`src/rtl/crtc_pkg.sv`:
```
package crtc_pkg;
  localparam int CRTC_DW     = 8;
  localparam int CRTC_PTR_W  = 5;
  localparam int CRTC_NSTORE = 16;
  localparam int CRTC_RA_W   = 5;
  localparam int CRTC_MA_W   = 14;
  localparam int CRTC_STAT_VB = 5;

  localparam int IX_HTOT   = 0;
  localparam int IX_HDISP  = 1;
  localparam int IX_HSPOS  = 2;
  localparam int IX_SYNCW  = 3;
  localparam int IX_VTOT   = 4;
  localparam int IX_VADJ   = 5;
  localparam int IX_VDISP  = 6;
  localparam int IX_VSROW  = 7;
  localparam int IX_MAXSL  = 9;
  localparam int IX_CFIRST = 10;
  localparam int IX_CLAST  = 11;
  localparam int IX_STHI   = 12;
  localparam int IX_STLO   = 13;
  localparam int IX_CUHI   = 14;
  localparam int IX_CULO   = 15;
endpackage

```
`src/rtl/crtc_regfile.sv`:
```
module crtc_regfile
  import crtc_pkg::*;
#(
  parameter int PTR_W  = CRTC_PTR_W,
  parameter int DW     = CRTC_DW,
  parameter int NSTORE = CRTC_NSTORE,
  parameter int RA_W   = CRTC_RA_W,
  parameter int MA_W   = CRTC_MA_W
) (
  input  logic             clk,
  input  logic             rst_n,
  input  logic             bus_sel,
  input  logic             bus_wr,
  input  logic [DW-1:0]    bus_wdata,
  input  logic             vblank,
  output logic [DW-1:0]    bus_rdata,
  output logic [DW-1:0]    c_htot,
  output logic [DW-1:0]    c_hdisp,
  output logic [DW-1:0]    c_hs_pos,
  output logic [3:0]       c_hs_wid,
  output logic [3:0]       c_vs_wid,
  output logic [DW-1:0]    c_vtot,
  output logic [RA_W-1:0]  c_vadj,
  output logic [DW-1:0]    c_vdisp,
  output logic [DW-1:0]    c_vs_row,
  output logic [RA_W-1:0]  c_max_sl,
  output logic [RA_W-1:0]  c_cur_first,
  output logic [RA_W-1:0]  c_cur_last,
  output logic [MA_W-1:0]  c_start,
  output logic [MA_W-1:0]  c_curs
);
  localparam int IW = $clog2(NSTORE);

  logic [PTR_W-1:0] ptr_q;
  logic [DW-1:0]    regs_q [NSTORE];

  always_ff @(posedge clk or negedge rst_n) begin
    if (!rst_n)                 ptr_q <= '0;
    else if (!bus_sel && bus_wr) ptr_q <= bus_wdata[PTR_W-1:0];
  end

  for (genvar gi = 0; gi < NSTORE; gi++) begin : g_store
    always_ff @(posedge clk or negedge rst_n) begin
      if (!rst_n)
        regs_q[gi] <= '0;
      else if (bus_sel && bus_wr && (ptr_q == PTR_W'(gi)))
        regs_q[gi] <= bus_wdata;
    end
  end

  always_comb begin
    bus_rdata = '0;
    if (!bus_sel) begin
      bus_rdata[PTR_W-1:0]    = ptr_q;
      bus_rdata[CRTC_STAT_VB] = vblank;
    end else if (ptr_q < PTR_W'(NSTORE)) begin
      bus_rdata = regs_q[ptr_q[IW-1:0]];
    end
  end

  assign c_htot      = regs_q[IX_HTOT];
  assign c_hdisp     = regs_q[IX_HDISP];
  assign c_hs_pos    = regs_q[IX_HSPOS];
  assign c_hs_wid    = regs_q[IX_SYNCW][3:0];
  assign c_vs_wid    = regs_q[IX_SYNCW][7:4];
  assign c_vtot      = regs_q[IX_VTOT];
  assign c_vadj      = regs_q[IX_VADJ][RA_W-1:0];
  assign c_vdisp     = regs_q[IX_VDISP];
  assign c_vs_row    = regs_q[IX_VSROW];
  assign c_max_sl    = regs_q[IX_MAXSL][RA_W-1:0];
  assign c_cur_first = regs_q[IX_CFIRST][RA_W-1:0];
  assign c_cur_last  = regs_q[IX_CLAST][RA_W-1:0];
  assign c_start     = MA_W'({regs_q[IX_STHI], regs_q[IX_STLO]});
  assign c_curs      = MA_W'({regs_q[IX_CUHI], regs_q[IX_CULO]});
endmodule

```
`src/rtl/crtc_raster.sv`:
```
module crtc_raster
  import crtc_pkg::*;
#(
  parameter int DW   = CRTC_DW,
  parameter int RA_W = CRTC_RA_W
) (
  input  logic            clk,
  input  logic            rst_n,
  input  logic [DW-1:0]   htot,
  input  logic [DW-1:0]   hdisp,
  input  logic [DW-1:0]   hs_pos,
  input  logic [3:0]      hs_wid,
  input  logic [3:0]      vs_wid,
  input  logic [DW-1:0]   vtot,
  input  logic [RA_W-1:0] vadj,
  input  logic [DW-1:0]   vdisp,
  input  logic [DW-1:0]   vs_row,
  input  logic [RA_W-1:0] max_sl,
  output logic [DW-1:0]   h_cnt,
  output logic [DW-1:0]   v_row,
  output logic [RA_W-1:0] v_sl,
  output logic            row_end,
  output logic            frame_wrap,
  output logic            hsync,
  output logic            vsync,
  output logic            disp_en,
  output logic            vblank
);
  localparam int SW_W = 5;

  logic            in_adj;
  logic            line_end, sl_last, row_last, adj_last, enter_adj, vs_hit;
  logic [SW_W-1:0] vs_left, vs_load, hs_w;
  logic [DW-1:0]   hs_off;

  assign line_end  = (h_cnt >= htot);
  assign sl_last   = (v_sl >= max_sl);
  assign row_last  = (v_row >= vtot);
  assign adj_last  = ({1'b0, v_sl} + 1'b1) >= {1'b0, vadj};
  assign row_end   = line_end && !in_adj && sl_last;
  assign enter_adj = row_end && row_last && (vadj != '0);
  assign frame_wrap = line_end && (in_adj ? adj_last
                                          : (sl_last && row_last && (vadj == '0)));
  assign vs_hit = (frame_wrap && (vs_row == '0)) ||
                  (row_end && !row_last && (({1'b0, v_row} + 1'b1) == {1'b0, vs_row}));

  always_ff @(posedge clk or negedge rst_n) begin
    if (!rst_n)        h_cnt <= '0;
    else if (line_end) h_cnt <= '0;
    else               h_cnt <= h_cnt + 1'b1;
  end

  always_ff @(posedge clk or negedge rst_n) begin
    if (!rst_n) begin
      v_row  <= '0;
      v_sl   <= '0;
      in_adj <= 1'b0;
    end else if (line_end) begin
      if (frame_wrap) begin
        v_row  <= '0;
        v_sl   <= '0;
        in_adj <= 1'b0;
      end else if (enter_adj) begin
        v_sl   <= '0;
        in_adj <= 1'b1;
      end else if (row_end) begin
        v_row <= v_row + 1'b1;
        v_sl  <= '0;
      end else begin
        v_sl <= v_sl + 1'b1;
      end
    end
  end

  assign vs_load = (vs_wid == 4'd0) ? SW_W'(16) : SW_W'(vs_wid);
  assign hs_w    = (hs_wid == 4'd0) ? SW_W'(16) : SW_W'(hs_wid);

  always_ff @(posedge clk or negedge rst_n) begin
    if (!rst_n)                         vs_left <= '0;
    else if (vs_hit)                    vs_left <= vs_load;
    else if (line_end && vs_left != '0) vs_left <= vs_left - 1'b1;
  end

  assign hs_off  = h_cnt - hs_pos;
  assign hsync   = (h_cnt >= hs_pos) && (hs_off < DW'(hs_w));
  assign vsync   = (vs_left != '0);
  assign vblank  = in_adj || (v_row > vdisp);
  assign disp_en = !vblank && (h_cnt <= hdisp);
endmodule

```
`src/rtl/crtc_addr_gen.sv`:
```
module crtc_addr_gen
  import crtc_pkg::*;
#(
  parameter int DW   = CRTC_DW,
  parameter int RA_W = CRTC_RA_W,
  parameter int MA_W = CRTC_MA_W
) (
  input  logic            clk,
  input  logic            rst_n,
  input  logic [DW-1:0]   hdisp,
  input  logic [MA_W-1:0] start,
  input  logic [MA_W-1:0] curs,
  input  logic [RA_W-1:0] cur_first,
  input  logic [RA_W-1:0] cur_last,
  input  logic [DW-1:0]   h_cnt,
  input  logic [RA_W-1:0] v_sl,
  input  logic            row_end,
  input  logic            frame_wrap,
  input  logic            disp_en,
  output logic [MA_W-1:0] mem_addr,
  output logic            cursor
);
  logic [MA_W-1:0] row_start;

  always_ff @(posedge clk or negedge rst_n) begin
    if (!rst_n)          row_start <= '0;
    else if (frame_wrap) row_start <= start;
    else if (row_end)    row_start <= row_start + MA_W'(hdisp) + 1'b1;
  end

  assign mem_addr = row_start + MA_W'(h_cnt);
  assign cursor   = disp_en && (mem_addr == curs) &&
                    (v_sl >= cur_first) && (v_sl <= cur_last);
endmodule

```
`src/rtl/crt_timing_ctrl.sv`:
```
module crt_timing_ctrl
  import crtc_pkg::*;
#(
  parameter int DW   = CRTC_DW,
  parameter int RA_W = CRTC_RA_W,
  parameter int MA_W = CRTC_MA_W
) (
  input  logic            clk,
  input  logic            rst_n,
  input  logic            bus_sel,
  input  logic            bus_wr,
  input  logic [DW-1:0]   bus_wdata,
  output logic [DW-1:0]   bus_rdata,
  output logic            hsync,
  output logic            vsync,
  output logic            disp_en,
  output logic [MA_W-1:0] mem_addr,
  output logic [RA_W-1:0] row_addr,
  output logic            cursor
);
  logic [DW-1:0]   cfg_htot, cfg_hdisp, cfg_hs_pos, cfg_vtot, cfg_vdisp, cfg_vs_row;
  logic [3:0]      cfg_hs_wid, cfg_vs_wid;
  logic [RA_W-1:0] cfg_vadj, cfg_max_sl, cfg_cur_first, cfg_cur_last;
  logic [MA_W-1:0] cfg_start, cfg_curs;
  logic [DW-1:0]   h_cnt, v_row;
  logic [RA_W-1:0] v_sl;
  logic            row_end, frame_wrap, vblank;

  crtc_regfile #(.PTR_W(CRTC_PTR_W), .DW(DW), .NSTORE(CRTC_NSTORE), .RA_W(RA_W), .MA_W(MA_W)) u_regs (
    .clk(clk), .rst_n(rst_n), .bus_sel(bus_sel), .bus_wr(bus_wr),
    .bus_wdata(bus_wdata), .vblank(vblank), .bus_rdata(bus_rdata),
    .c_htot(cfg_htot), .c_hdisp(cfg_hdisp), .c_hs_pos(cfg_hs_pos),
    .c_hs_wid(cfg_hs_wid), .c_vs_wid(cfg_vs_wid), .c_vtot(cfg_vtot),
    .c_vadj(cfg_vadj), .c_vdisp(cfg_vdisp), .c_vs_row(cfg_vs_row),
    .c_max_sl(cfg_max_sl), .c_cur_first(cfg_cur_first), .c_cur_last(cfg_cur_last),
    .c_start(cfg_start), .c_curs(cfg_curs)
  );

  crtc_raster #(.DW(DW), .RA_W(RA_W)) u_raster (
    .clk(clk), .rst_n(rst_n), .htot(cfg_htot), .hdisp(cfg_hdisp),
    .hs_pos(cfg_hs_pos), .hs_wid(cfg_hs_wid), .vs_wid(cfg_vs_wid),
    .vtot(cfg_vtot), .vadj(cfg_vadj), .vdisp(cfg_vdisp), .vs_row(cfg_vs_row),
    .max_sl(cfg_max_sl), .h_cnt(h_cnt), .v_row(v_row), .v_sl(v_sl),
    .row_end(row_end), .frame_wrap(frame_wrap), .hsync(hsync), .vsync(vsync),
    .disp_en(disp_en), .vblank(vblank)
  );

  crtc_addr_gen #(.DW(DW), .RA_W(RA_W), .MA_W(MA_W)) u_addr (
    .clk(clk), .rst_n(rst_n), .hdisp(cfg_hdisp), .start(cfg_start),
    .curs(cfg_curs), .cur_first(cfg_cur_first), .cur_last(cfg_cur_last),
    .h_cnt(h_cnt), .v_sl(v_sl), .row_end(row_end), .frame_wrap(frame_wrap),
    .disp_en(disp_en), .mem_addr(mem_addr), .cursor(cursor)
  );

  assign row_addr = v_sl;
endmodule

```
`config.mk`:
```
export PLATFORM = sky130hd
export DESIGN_NAME = crt_timing_ctrl
export DESIGN_NICKNAME = d
export VERILOG_FILES = /design/src/rtl/crtc_pkg.sv /design/src/rtl/crtc_regfile.sv /design/src/rtl/crtc_raster.sv /design/src/rtl/crtc_addr_gen.sv /design/src/rtl/crt_timing_ctrl.sv
export SDC_FILE = /design/constraint.sdc
export NUM_CORES = 1
export LEC_CHECK = 0
export BUFFER_PORTS_ARGS = -buffer_cell sky130_fd_sc_hd__buf_4
export CAP_MARGIN = 10
export CORE_ASPECT_RATIO = 0.5
export CORE_MARGIN = 2
export CORE_UTILIZATION = 68
export CTS_CLUSTER_DIAMETER = 120
export CTS_CLUSTER_SIZE = 24
export DETAILED_ROUTE_END_ITERATION = 7
export HOLD_SLACK_MARGIN = 0.02
export PLACE_DENSITY = 0.87
export SETUP_SLACK_MARGIN = 0.2
export SKIP_CTS_REPAIR_TIMING = 1
export SLEW_MARGIN = 20
export SYNTH_ARGS = -nofsm -noshare
export SYNTH_HDL_FRONTEND = slang
export SYNTH_SLANG_ARGS = --single-unit
```
`constraint.sdc`:
```
create_clock -name clk -period 8.4 [get_ports clk]
set_input_delay 2.52 -clock clk [delete_from_list [all_inputs] [get_ports clk]]
set_output_delay 2.52 -clock clk [all_outputs]
set_load 0.02 [all_outputs]
```
# ---- Yosys cells after proc, flatten, opt, wreduce, memory -nomap -nowiden
# Index checks and enable logic that the tools add are counted.
dict set report totals {
  register_bits 174
  elab_cells 138
  out_inout_bits 31
  in_bits 12
}
dict set report classes {
  add_sub_neg 10
  n_reduce_logical 52
  mux 22
  eq_ne 18
  order_cmp 12
  bitwise_logic 1
}
# cell n
set ops {}
lappend ops {{8-bit two-way mux} 7}
lappend ops {{5-bit by 4-bit == test with 1-bit output, second input constant} 8}
lappend ops {{5-bit two-way mux} 7}
lappend ops {{1-bit logical AND} 34}
lappend ops {{8-bit binary-select mux with 4-bit select} 1}
lappend ops {{14-bit by 8-bit adder with 14-bit output} 2}
lappend ops {{14-bit two-way mux} 2}
lappend ops {{8-bit greater-or-equal comparator} 3}
lappend ops {{5-bit by 3-bit == test with 1-bit output, second input constant} 4}
lappend ops {{8-bit by 1-bit adder with 8-bit output, second input constant} 2}
lappend ops {{14-bit by 1-bit adder with 14-bit output, second input constant} 1}
lappend ops {{14-bit == test} 1}
lappend ops {{5-bit by 2-bit == test with 1-bit output, second input constant} 2}
lappend ops {{5-bit greater-or-equal comparator} 2}
lappend ops {{5-bit zero test} 2}
lappend ops {{5-bit nonzero test} 2}
lappend ops {{8-bit by 1-bit adder with 9-bit output, second input constant} 1}
lappend ops {{9-bit by 8-bit == test with 1-bit output} 1}
lappend ops {{8-bit > comparator} 1}
lappend ops {{8-bit less-or-equal comparator} 1}
lappend ops {{4-bit zero test} 2}
lappend ops {{8-bit zero test} 1}
lappend ops {{8-bit by 5-bit < comparator with 1-bit output} 1}
lappend ops {{8-bit subtractor} 1}
lappend ops {{18 further kinds} 26}

# ---- Depth between registers and ports, before layout
# Gate-level depths: netlist (run 1).
dict set report depth {
  ltp_word 8
  ltp_mapped 12
  mapped_depth_nobuf 11
}

# ---- Cells and area by module
# From an unflattened synthesis (run 1), not the netlist that was laid out.
dict set report unflattened {
  cells_unflattened 1167
  hier_area_um2 12453.2
}
# mod cells_each seq_area_each_um2 area_per_inst_um2 n_inst
set by_module_without_submodules {}
lappend by_module_without_submodules {crtc_regfile 528 3328.2 7104.3 1}
lappend by_module_without_submodules {crtc_raster 370 675.6 3158.0 1}
lappend by_module_without_submodules {crtc_addr_gen 269 350.3 2190.9 1}

# ---- Least setup slack after synthesis (run 1)
# Ideal clock, no wire load.
dict set report synth_path {
  path_kind {input-to-output}
  from {in bus_sel}
  to {out bus_rdata[4]}
  n_path_buf 1
  required_ns 5.880
  arrival_ns 3.273
  stages 5
  slack_ns 2.607
  path_cell_list {clkbuf_1 -> nand2_1 -> inv_1 -> nand2_1 -> o21ai_0}
}
dict set report synth_via {
  elab_chain_len 1
}
# element line_no
set synth_rtl {}
lappend synth_rtl {{start: declaration} crt_timing_ctrl.sv:10} ;# input logic bus_sel,
lappend synth_rtl {{6-bit two-way mux} crtc_regfile.sv:53} ;# if (!bus_sel) begin
lappend synth_rtl {{end: declaration} crt_timing_ctrl.sv:13} ;# output logic [DW-1:0] bus_rdata,
# Every way passes these cells.

# ---- Worst setup path after layout (run 1)
dict set report layout_path {
  from {reg u_raster.h_cnt[0]}
  to {out cursor}
}
dict set report layout_via {
  elab_chain_len 5
  word_cells_on_any_way 7
  classes_between {add/sub: 1; order compare: 1; eq/ne: 1; reduce/logical: 4}
}
# element line_no
set layout_rtl {}
lappend layout_rtl {{start: declaration} crtc_raster.sv:19} ;# output logic [DW-1:0] h_cnt,
lappend layout_rtl {{start signal: assignment} crtc_raster.sv:50} ;# else h_cnt <= h_cnt + 1'b1;
lappend layout_rtl {{14-bit by 8-bit adder with 14-bit output / 8-bit less-or-equal comparator (equally long branches)} {crtc_addr_gen.sv:31, crtc_raster.sv:88}}
lappend layout_rtl {{14-bit == test / 1-bit logical AND (equally long branches)} {crtc_addr_gen.sv:32, crtc_raster.sv:88}}
lappend layout_rtl {{1-bit logical AND (*) (2 in a row)} crtc_addr_gen.sv:32} ;# assign cursor = disp_en && (mem_addr == curs) &&
lappend layout_rtl {{1-bit logical AND (*)} crtc_addr_gen.sv:33} ;# (v_sl >= cur_first) && (v_sl <= cur_last);
lappend layout_rtl {{end: declaration} crt_timing_ctrl.sv:19} ;# output logic cursor
# Every way passes the cells marked *; elsewhere a longest branch is shown, timed or not.

==> results.json, run 1 <==
{
  "ys_ff_latch": 174,
  "fill_cells": 939,
  "synth_top_area_share": 0.393,
  "place_inst": 1274,
  "cp.arrival_ns": 3.59,
  "hold_depth": 1,
  "grt_max_degree": 110,
  "grtUsageMet3": 0.108,
  "htree_levels": 4,
  "clockPowerShare": 0.197,
  "cts_buffers": 17,
  "worst_path_most_repeated_cell": "xor2_1",
  "final_cells": 1306,
  "drt_first_iter_violations": 1048,
  "p_switching_mw": 1.78,
  "top_usage_layer": "met2",
  "critical_path_depth": 10,
  "layout-drive-gt1-share": 0.215,
  "crit_start": "u_raster.h_cnt[0]",
  "p_per_area_nw_per_um2": 348,
  "gp_congestion": 0.967,
  "syn_inst": 1051,
  "r2r_cells": 9,
  "syn_to_final_growth_pct": 9.49,
  "ys_async_sr_fraction": 1.00,
  "routedWlPerCell_um": 24.3,
  "worst-path-buf-inv": 1,
  "area.sequential_um2": 4360,
  "hpwl_um": 21800,
  "antennaDiodeCount": 0,
  "track_usage": 0.393,
  "hold_ws_ns": 0.513,
  "clockBufferDepth": 2,
  "rsz0062_at_grt": "false",
  "overflow": 0,
  "fin_nets": 1172,
  "met2_usage": 0.635,
  "dieArea_um2": 17400,
  "cts-root-buf": "clkbuf_16",
  "clock_latency_ns": 0.45,
  "maxSlewHeadroom": 0.277,
  "start_kind": "flip-flop",
  "clk_pin_slew_worst_paths_ns": 0.08,
  "cts_tree": "yes",
  "max_freq_mhz": 164,
  "switching_share": 0.423,
  "hold_viol": 0,
  "die_w_um": 185,
  "drt_wl_total_um": 31700,
  "core_area_um2": 15700,
  "cp-endpoint": "cursor",
  "synth_cell_types": 68,
  "period_minus_slack_ns": 6.11,
  "cap_violations": 0,
  "synth_edf_count": 0,
  "path_cells": "ha_1 > fa_1 > xor2_1 > xor2_1 > nor4_1 > o2111a_1 > o2111ai_1 > or4_1 > nor4_2 > buf_4",
  "grt_first_pass_wirelength_um": 50300,
  "p_comb_frac": 0.465,
  "rows": 32,
  "syn-num-nets": 1151,
  "peakVddDrop_v": 0.000210,
  "ys_warn_count": 0,
  "firstDrtPassIters": 8,
  "cp_max_fo": 6,
  "synth_top_flop_cell": "dfrtp_1",
  "status": "completed",
  "power.leakage_nw": 5.59,
  "worst_pin_slew_ns": 1.08,
  "critPathRequiredTime_ns": 5.88,
  "viasPerCell": 6.91,
  "rr_startpoint": "u_raster.v_sl[1]",
  "grtUsageMet1": 0.496,
  "grt_antenna_before_repair": 2,
  "cpLargestDelayFamily": "simple AND/OR/NAND/NOR gates",
  "multi_input_area_um2": 6230,
  "seq_area_frac_synth": 0.393,
  "yosys.area.top_type": "dfrtp_1",
  "crit_path_end_kind": "primary output",
  "hold_class": "flip-flop to flip-flop",
  "period_share": 0.727,
  "netlist_area_um2": 11100,
  "vias": 9018,
  "p_int_mw": 2.44,
  "max_stage_delay_ns": 0.51,
  "finClkSkew_ns": 0.0159,
  "syn_avg_cell_area_um2": 10.5,
  "p_seq_frac": 0.337,
  "r2r_end": "u_raster.v_sl[0]",
  "worst-r2r-setup-slack_ns": 4.69,
  "ios": 43,
  "synth.area.top_cells": "dfrtp_1 39%, mux2_2 10%, ha_1 9.6%",
  "die_h_um": 94.3,
  "worstSetupPathType": "flip-flop to primary output",
  "timing.final.max_slew_violations": 0,
  "setup_viol": 0,
  "io_buffer_count": 42,
  "drcViolationCount": 0,
  "power.total_mw": 4.22,
  "cts_num_sinks": 174,
  "cp_slowest_cell": "or4_1",
  "setup_tns_ns": 0,
  "first_global_vias": 9156,
  "antenna_left": 0,
  "start_util": 0.708
}
## worst register-to-register path, stage by stage, from the launching register on
cell      delay [ns]
dfrtp_1         0.50
ha_1            0.35
ha_1            0.20
or3b_1          0.35
o211ai_1        0.10
a21oi_1         0.09
o41ai_1         0.60
nand2b_1        0.88
o21ai_0         0.32
o21ai_0         0.24
## Yosys cell counts, drive strengths merged, types with 3 or more instances
master   count
nand3       22
o2111ai      3
or4          5
a21o         8
a21oi       39
mux2       100
o21a         3
buf         18
or3          8
nor4         4
xnor2       37
fa           3
xor2        32
nor2b       12
nand4       10
a211oi       6
o21bai       4
o211ai       4
o21ai       76
clkbuf      28
and3         6
nor3        10
nor2        75
and2         4
nand2b       8
ha          85
mux4        40
a221oi       4
dfrtp      174
inv         79
a31oi       15
nand2       95
## final cells by class
cell class,count,share of cell area
Inverter,79,0.0244
Multi-Input combinational cell,752,0.513
Clock inverter,14,0.0140
Timing Repair Buffer,48,0.0302
Sequential cell,174,0.359
Tap cell,221,0.0228
Clock buffer,18,0.0362
## through the flow
| stage | utilization | cell area, um2 | setup WS, ns |
|---|---|---|---|
| detailed placement | 0.736 | 11500 | 2.56 |
| global route | 0.775 | 12100 | 2.18 |
| finish | 0.775 | 12100 | 2.29 |
| global placement | 0.736 | 11500 | 2.60 |
| floorplan | - | 11100 | 2.61 |
| CTS | 0.775 | 12100 | 2.32 |
## sequential cells by signal, summed over array words and instances (netlist names)
| name | count |
|---|---|
| u_regs.c_vs_wid | 4 |
| u_regs.regs_q | 24 |
| u_regs.c_vtot | 8 |
| u_regs.c_vdisp | 8 |
| u_regs.c_hdisp | 8 |
| u_regs.c_cur_last | 5 |
| u_regs.c_max_sl | 5 |
| u_regs.c_vadj | 5 |
| u_raster.h_cnt | 8 |
| u_regs.c_cur_first | 5 |
| u_raster.in_adj | 1 |
| u_regs.ptr_q | 5 |
| u_regs.c_hs_pos | 8 |
| u_raster.v_row | 8 |
| u_regs.c_vs_row | 8 |
| u_regs.c_start | 14 |
| u_regs.c_curs | 14 |
| u_regs.c_htot | 8 |
| u_addr.row_start | 14 |
| u_regs.c_hs_wid | 4 |
| u_raster.vs_left | 5 |
| u_raster.v_sl | 5 |
## logic make-up after synthesis
| family | Yosys count | share of synthesized area |
|---|---|---|
| fa+ha+maj | 88 | 0.101 |
| flops | 174 | 0.393 |
| mux | 142 | 0.185 |
| simple gates | 268 | 0.112 |
| buf+inv | 125 | 0.0451 |
| xor+xnor | 70 | 0.0573 |
| compound gates | 184 | 0.107 |
## power by group through the flow
stage	logic, mW	registers [mW]	clock network [mW]
2_1_floorplan	1.39	1.29	0
3_3_place_gp	1.78	1.39	0
3_5_place_dp	1.88	1.41	0
4_1_cts	1.93	1.41	0.825
5_1_grt	2.14	1.45	0.860
6_report	1.96	1.42	0.833
## cells in the final DEF, fill, tap and decap left out, drive strengths merged, types with 8 or more instances in the layout
cell    netlist  routed
dfrtp       174     174
mux2        100     100
nand2        95      95
inv          79      87
ha           85      85
o21ai        76      76
nor2         75      75
buf          18      47
mux4         40      40
a21oi        39      39
xnor2        37      37
xor2         32      32
nand3        22      22
clkbuf       28      19
a31oi        15      15
nor2b        12      12
nand4        10      10
nor3         10      10
a21o          8       8
nand2b        8       8
or3           8       8
## routing by layer
| metal | part of all wire | vias up |
|---|---|---|
| met1 | 0.38 | 4435 |
| li1 | - | 3793 |
| met3 | 0.11 | 157 |
| met4 | 0.046 | 2 |
| met2 | 0.46 | 631 |
| met5 | 0.00041 | - |
## worst min path at each step
stage               slack [ns]         startpoint                   to
finish                    0.51  u_regs.regs_q[15]    u_regs.regs_q[15]
global route              0.53  u_regs.regs_q[57]    u_regs.regs_q[57]
detailed placement        0.49  u_regs.regs_q[57]    u_regs.regs_q[57]
CTS                       0.51  u_regs.regs_q[15]    u_regs.regs_q[15]
global placement          0.48  u_regs.regs_q[45]    u_regs.regs_q[45]
floorplan                 0.46  u_regs.c_start[2]  u_addr.row_start[2]
Note: power is estimated with default switching activity, not from simulation.
==> run 2: changes to the inputs <==
--- a/config.mk
+++ b/config.mk
@@ -9,12 +9,12 @@
 export CAP_MARGIN = 10
 export CORE_ASPECT_RATIO = 0.5
 export CORE_MARGIN = 2
-export CORE_UTILIZATION = 68
+export CORE_UTILIZATION = 63
 export CTS_CLUSTER_DIAMETER = 120
 export CTS_CLUSTER_SIZE = 24
 export DETAILED_ROUTE_END_ITERATION = 7
 export HOLD_SLACK_MARGIN = 0.02
-export PLACE_DENSITY = 0.87
+export PLACE_DENSITY = 0.81
 export SETUP_SLACK_MARGIN = 0.2
 export SKIP_CTS_REPAIR_TIMING = 1
 export SLEW_MARGIN = 20
==> constraint.sdc (replaced) <==
create_clock -name clk -period 6.4 [get_ports clk]
set_input_delay 1.92 -clock clk [delete_from_list [all_inputs] [get_ports clk]]
set_output_delay 1.92 -clock clk [all_outputs]
set_load 0.02 [all_outputs]
==> results.json, run 2 (synthesis gave the netlist of run 1 again) <==
{
  "status": "completed",
  "cap_violations": 0,
  "core_area_um2": 17300,
  "power.total_mw": 5.45,
  "critPathRequiredTime_ns": 4.48,
  "r2r_cells": 9,
  "setup_viol": 0,
  "layout-drive-gt1-share": 0.217,
  "rsz0062_at_grt": "false",
  "maxSlewHeadroom": 0.207,
  "period_share": 0.846,
  "grt_antenna_before_repair": 0,
  "io_buffer_count": 42,
  "p_per_area_nw_per_um2": 447,
  "largest_reg_flops": 24,
  "setup_tns_ns": 0,
  "final_core_util": 0.704,
  "grt_max_degree": 99,
  "rows": 34,
  "max_freq_mhz": 185,
  "syn_to_final_growth_pct": 9.92,
  "worstSetupPathType": "flip-flop to primary output",
  "cts_buffers": 17,
  "peakVddDrop_v": 0.000272,
  "hold_viol": 0,
  "routedWlPerCell_um": 22.3,
  "die_h_um": 97.8,
  "drt_wl_total_um": 29400,
  "area.sequential_um2": 4360,
  "crit_start": "u_raster.h_cnt[0]",
  "overflow": 0,
  "hpwl_um": 21000,
  "clk_pin_slew_worst_paths_ns": 0.07,
  "antennaDiodeCount": 0,
  "timing.final.max_slew_violations": 0,
  "cp_max_fo": 6,
  "mostFrequentLayoutCells": "173 x dfrtp_1, 100 x mux2_2, 94 x nand2_1",
  "min_to": "u_regs.regs_q[37]",
  "grt_first_pass_wirelength_um": 47300,
  "cts-root-buf": "clkbuf_16",
  "hold_class": "flip-flop to flip-flop",
  "htree_levels": 4,
  "multi_input_area_um2": 6230,
  "regMostFlops": "u_regs.regs_q",
  "hold_depth": 1,
  "viasPerCell": 6.44,
  "dieArea_um2": 18700,
  "fill_cells": 1172,
  "ios": 43,
  "die_w_um": 192,
  "fin_nets": 1176,
  "clockBufferDepth": 2,
  "firstDrtPassIters": 6,
  "gp_congestion": 0.978,
  "track_usage": 0.333,
  "worst_pin_slew_ns": 1.19,
  "clock_latency_ns": 0.44,
  "rr_startpoint": "u_raster.v_sl[1]",
  "vias": 8511,
  "final_common_cell": "dfrtp_1",
  "hold_start": "u_regs.regs_q[37]",
  "power.leakage_nw": 5.60,
  "start_util": 0.640,
  "period_minus_slack_ns": 5.42,
  "first_global_vias": 8711,
  "antenna_left": 0,
  "start_kind": "flip-flop",
  "cts_tree": "yes",
  "worst-r2r-setup-slack_ns": 2.58,
  "cts_num_sinks": 174,
  "drcViolationCount": 0,
  "crit_path_end_kind": "primary output",
  "hold_ws_ns": 0.506,
  "finClkSkew_ns": 0.0145,
  "r2r_end": "u_raster.v_sl[0]",
  "cp.arrival_ns": 3.50,
  "drt_first_iter_violations": 804
}
run 2: changes by cell type in the layout (fill, tap and decap cells not counted), moves of 2 or more:
cell	previous run	this run
clkinvlp_4	1	3
clkinv_8	2	0
bufinv_16	1	3
buf_4	47	51
inv_6	3	5
inv_8	5	1
run 2: worst max-delay path by stage:
| stage | endpoint | slack [ns] |
|---|---|---|
| 2_1_floorplan | cursor | 1.33 |
| 3_3_place_gp | cursor | 1.53 |
| 3_5_place_dp | cursor | 1.48 |
| 4_1_cts | cursor | 1.00 |
| 5_1_grt | cursor | 0.76 |
| 6_report | cursor | 0.98 |
run 2: cell type report:
type,instances,area share
sequential,174,0.357
tap,234,0.0240
clock inverter,13,0.0145
multi-input combinational,752,0.511
timing repair buffer,52,0.0323
inverter,79,0.0243
clock buffer,18,0.0360
run 2: per-layer routing:
metal / global-route usage / part of all wire / wire length, um / vias up
li1: - / - / - / 3802
met1: 0.453 / 0.41 / 12000 / 4224
met2: 0.519 / 0.46 / 13600 / 413
met3: 0.0981 / 0.10 / 3030 / 72
met4: 0.105 / 0.026 / 764 / 0
met5: 0 / 0 / 0 / -
run 2: power breakdown:
part | switching [mW] | internal, mW
clock network | 0.482 | 0.633
logic | 1.33 | 1.17
registers | 0.392 | 1.44
total | 2.21 | 3.24
run 2: metrics by stage:
step	setup slack, ns	instances	area, um2
global route	0.756	1322	12200
finish	0.984	1322	12200
detailed placement	1.48	1291	11600
floorplan	1.33	1051	11100
CTS	1.00	1322	12200
global placement	1.53	1291	11600
run 2: critical path, stage by stage (launching register included):
cell       delay (ns)
dfrtp_1          0.44
ha_1             0.26
fa_1             0.44
xor2_1           0.29
xor2_1           0.11
nor4_1           0.30
o2111a_1         0.23
o2111ai_1        0.10
or4_1            0.49
nor4_2           0.23
buf_4            0.18
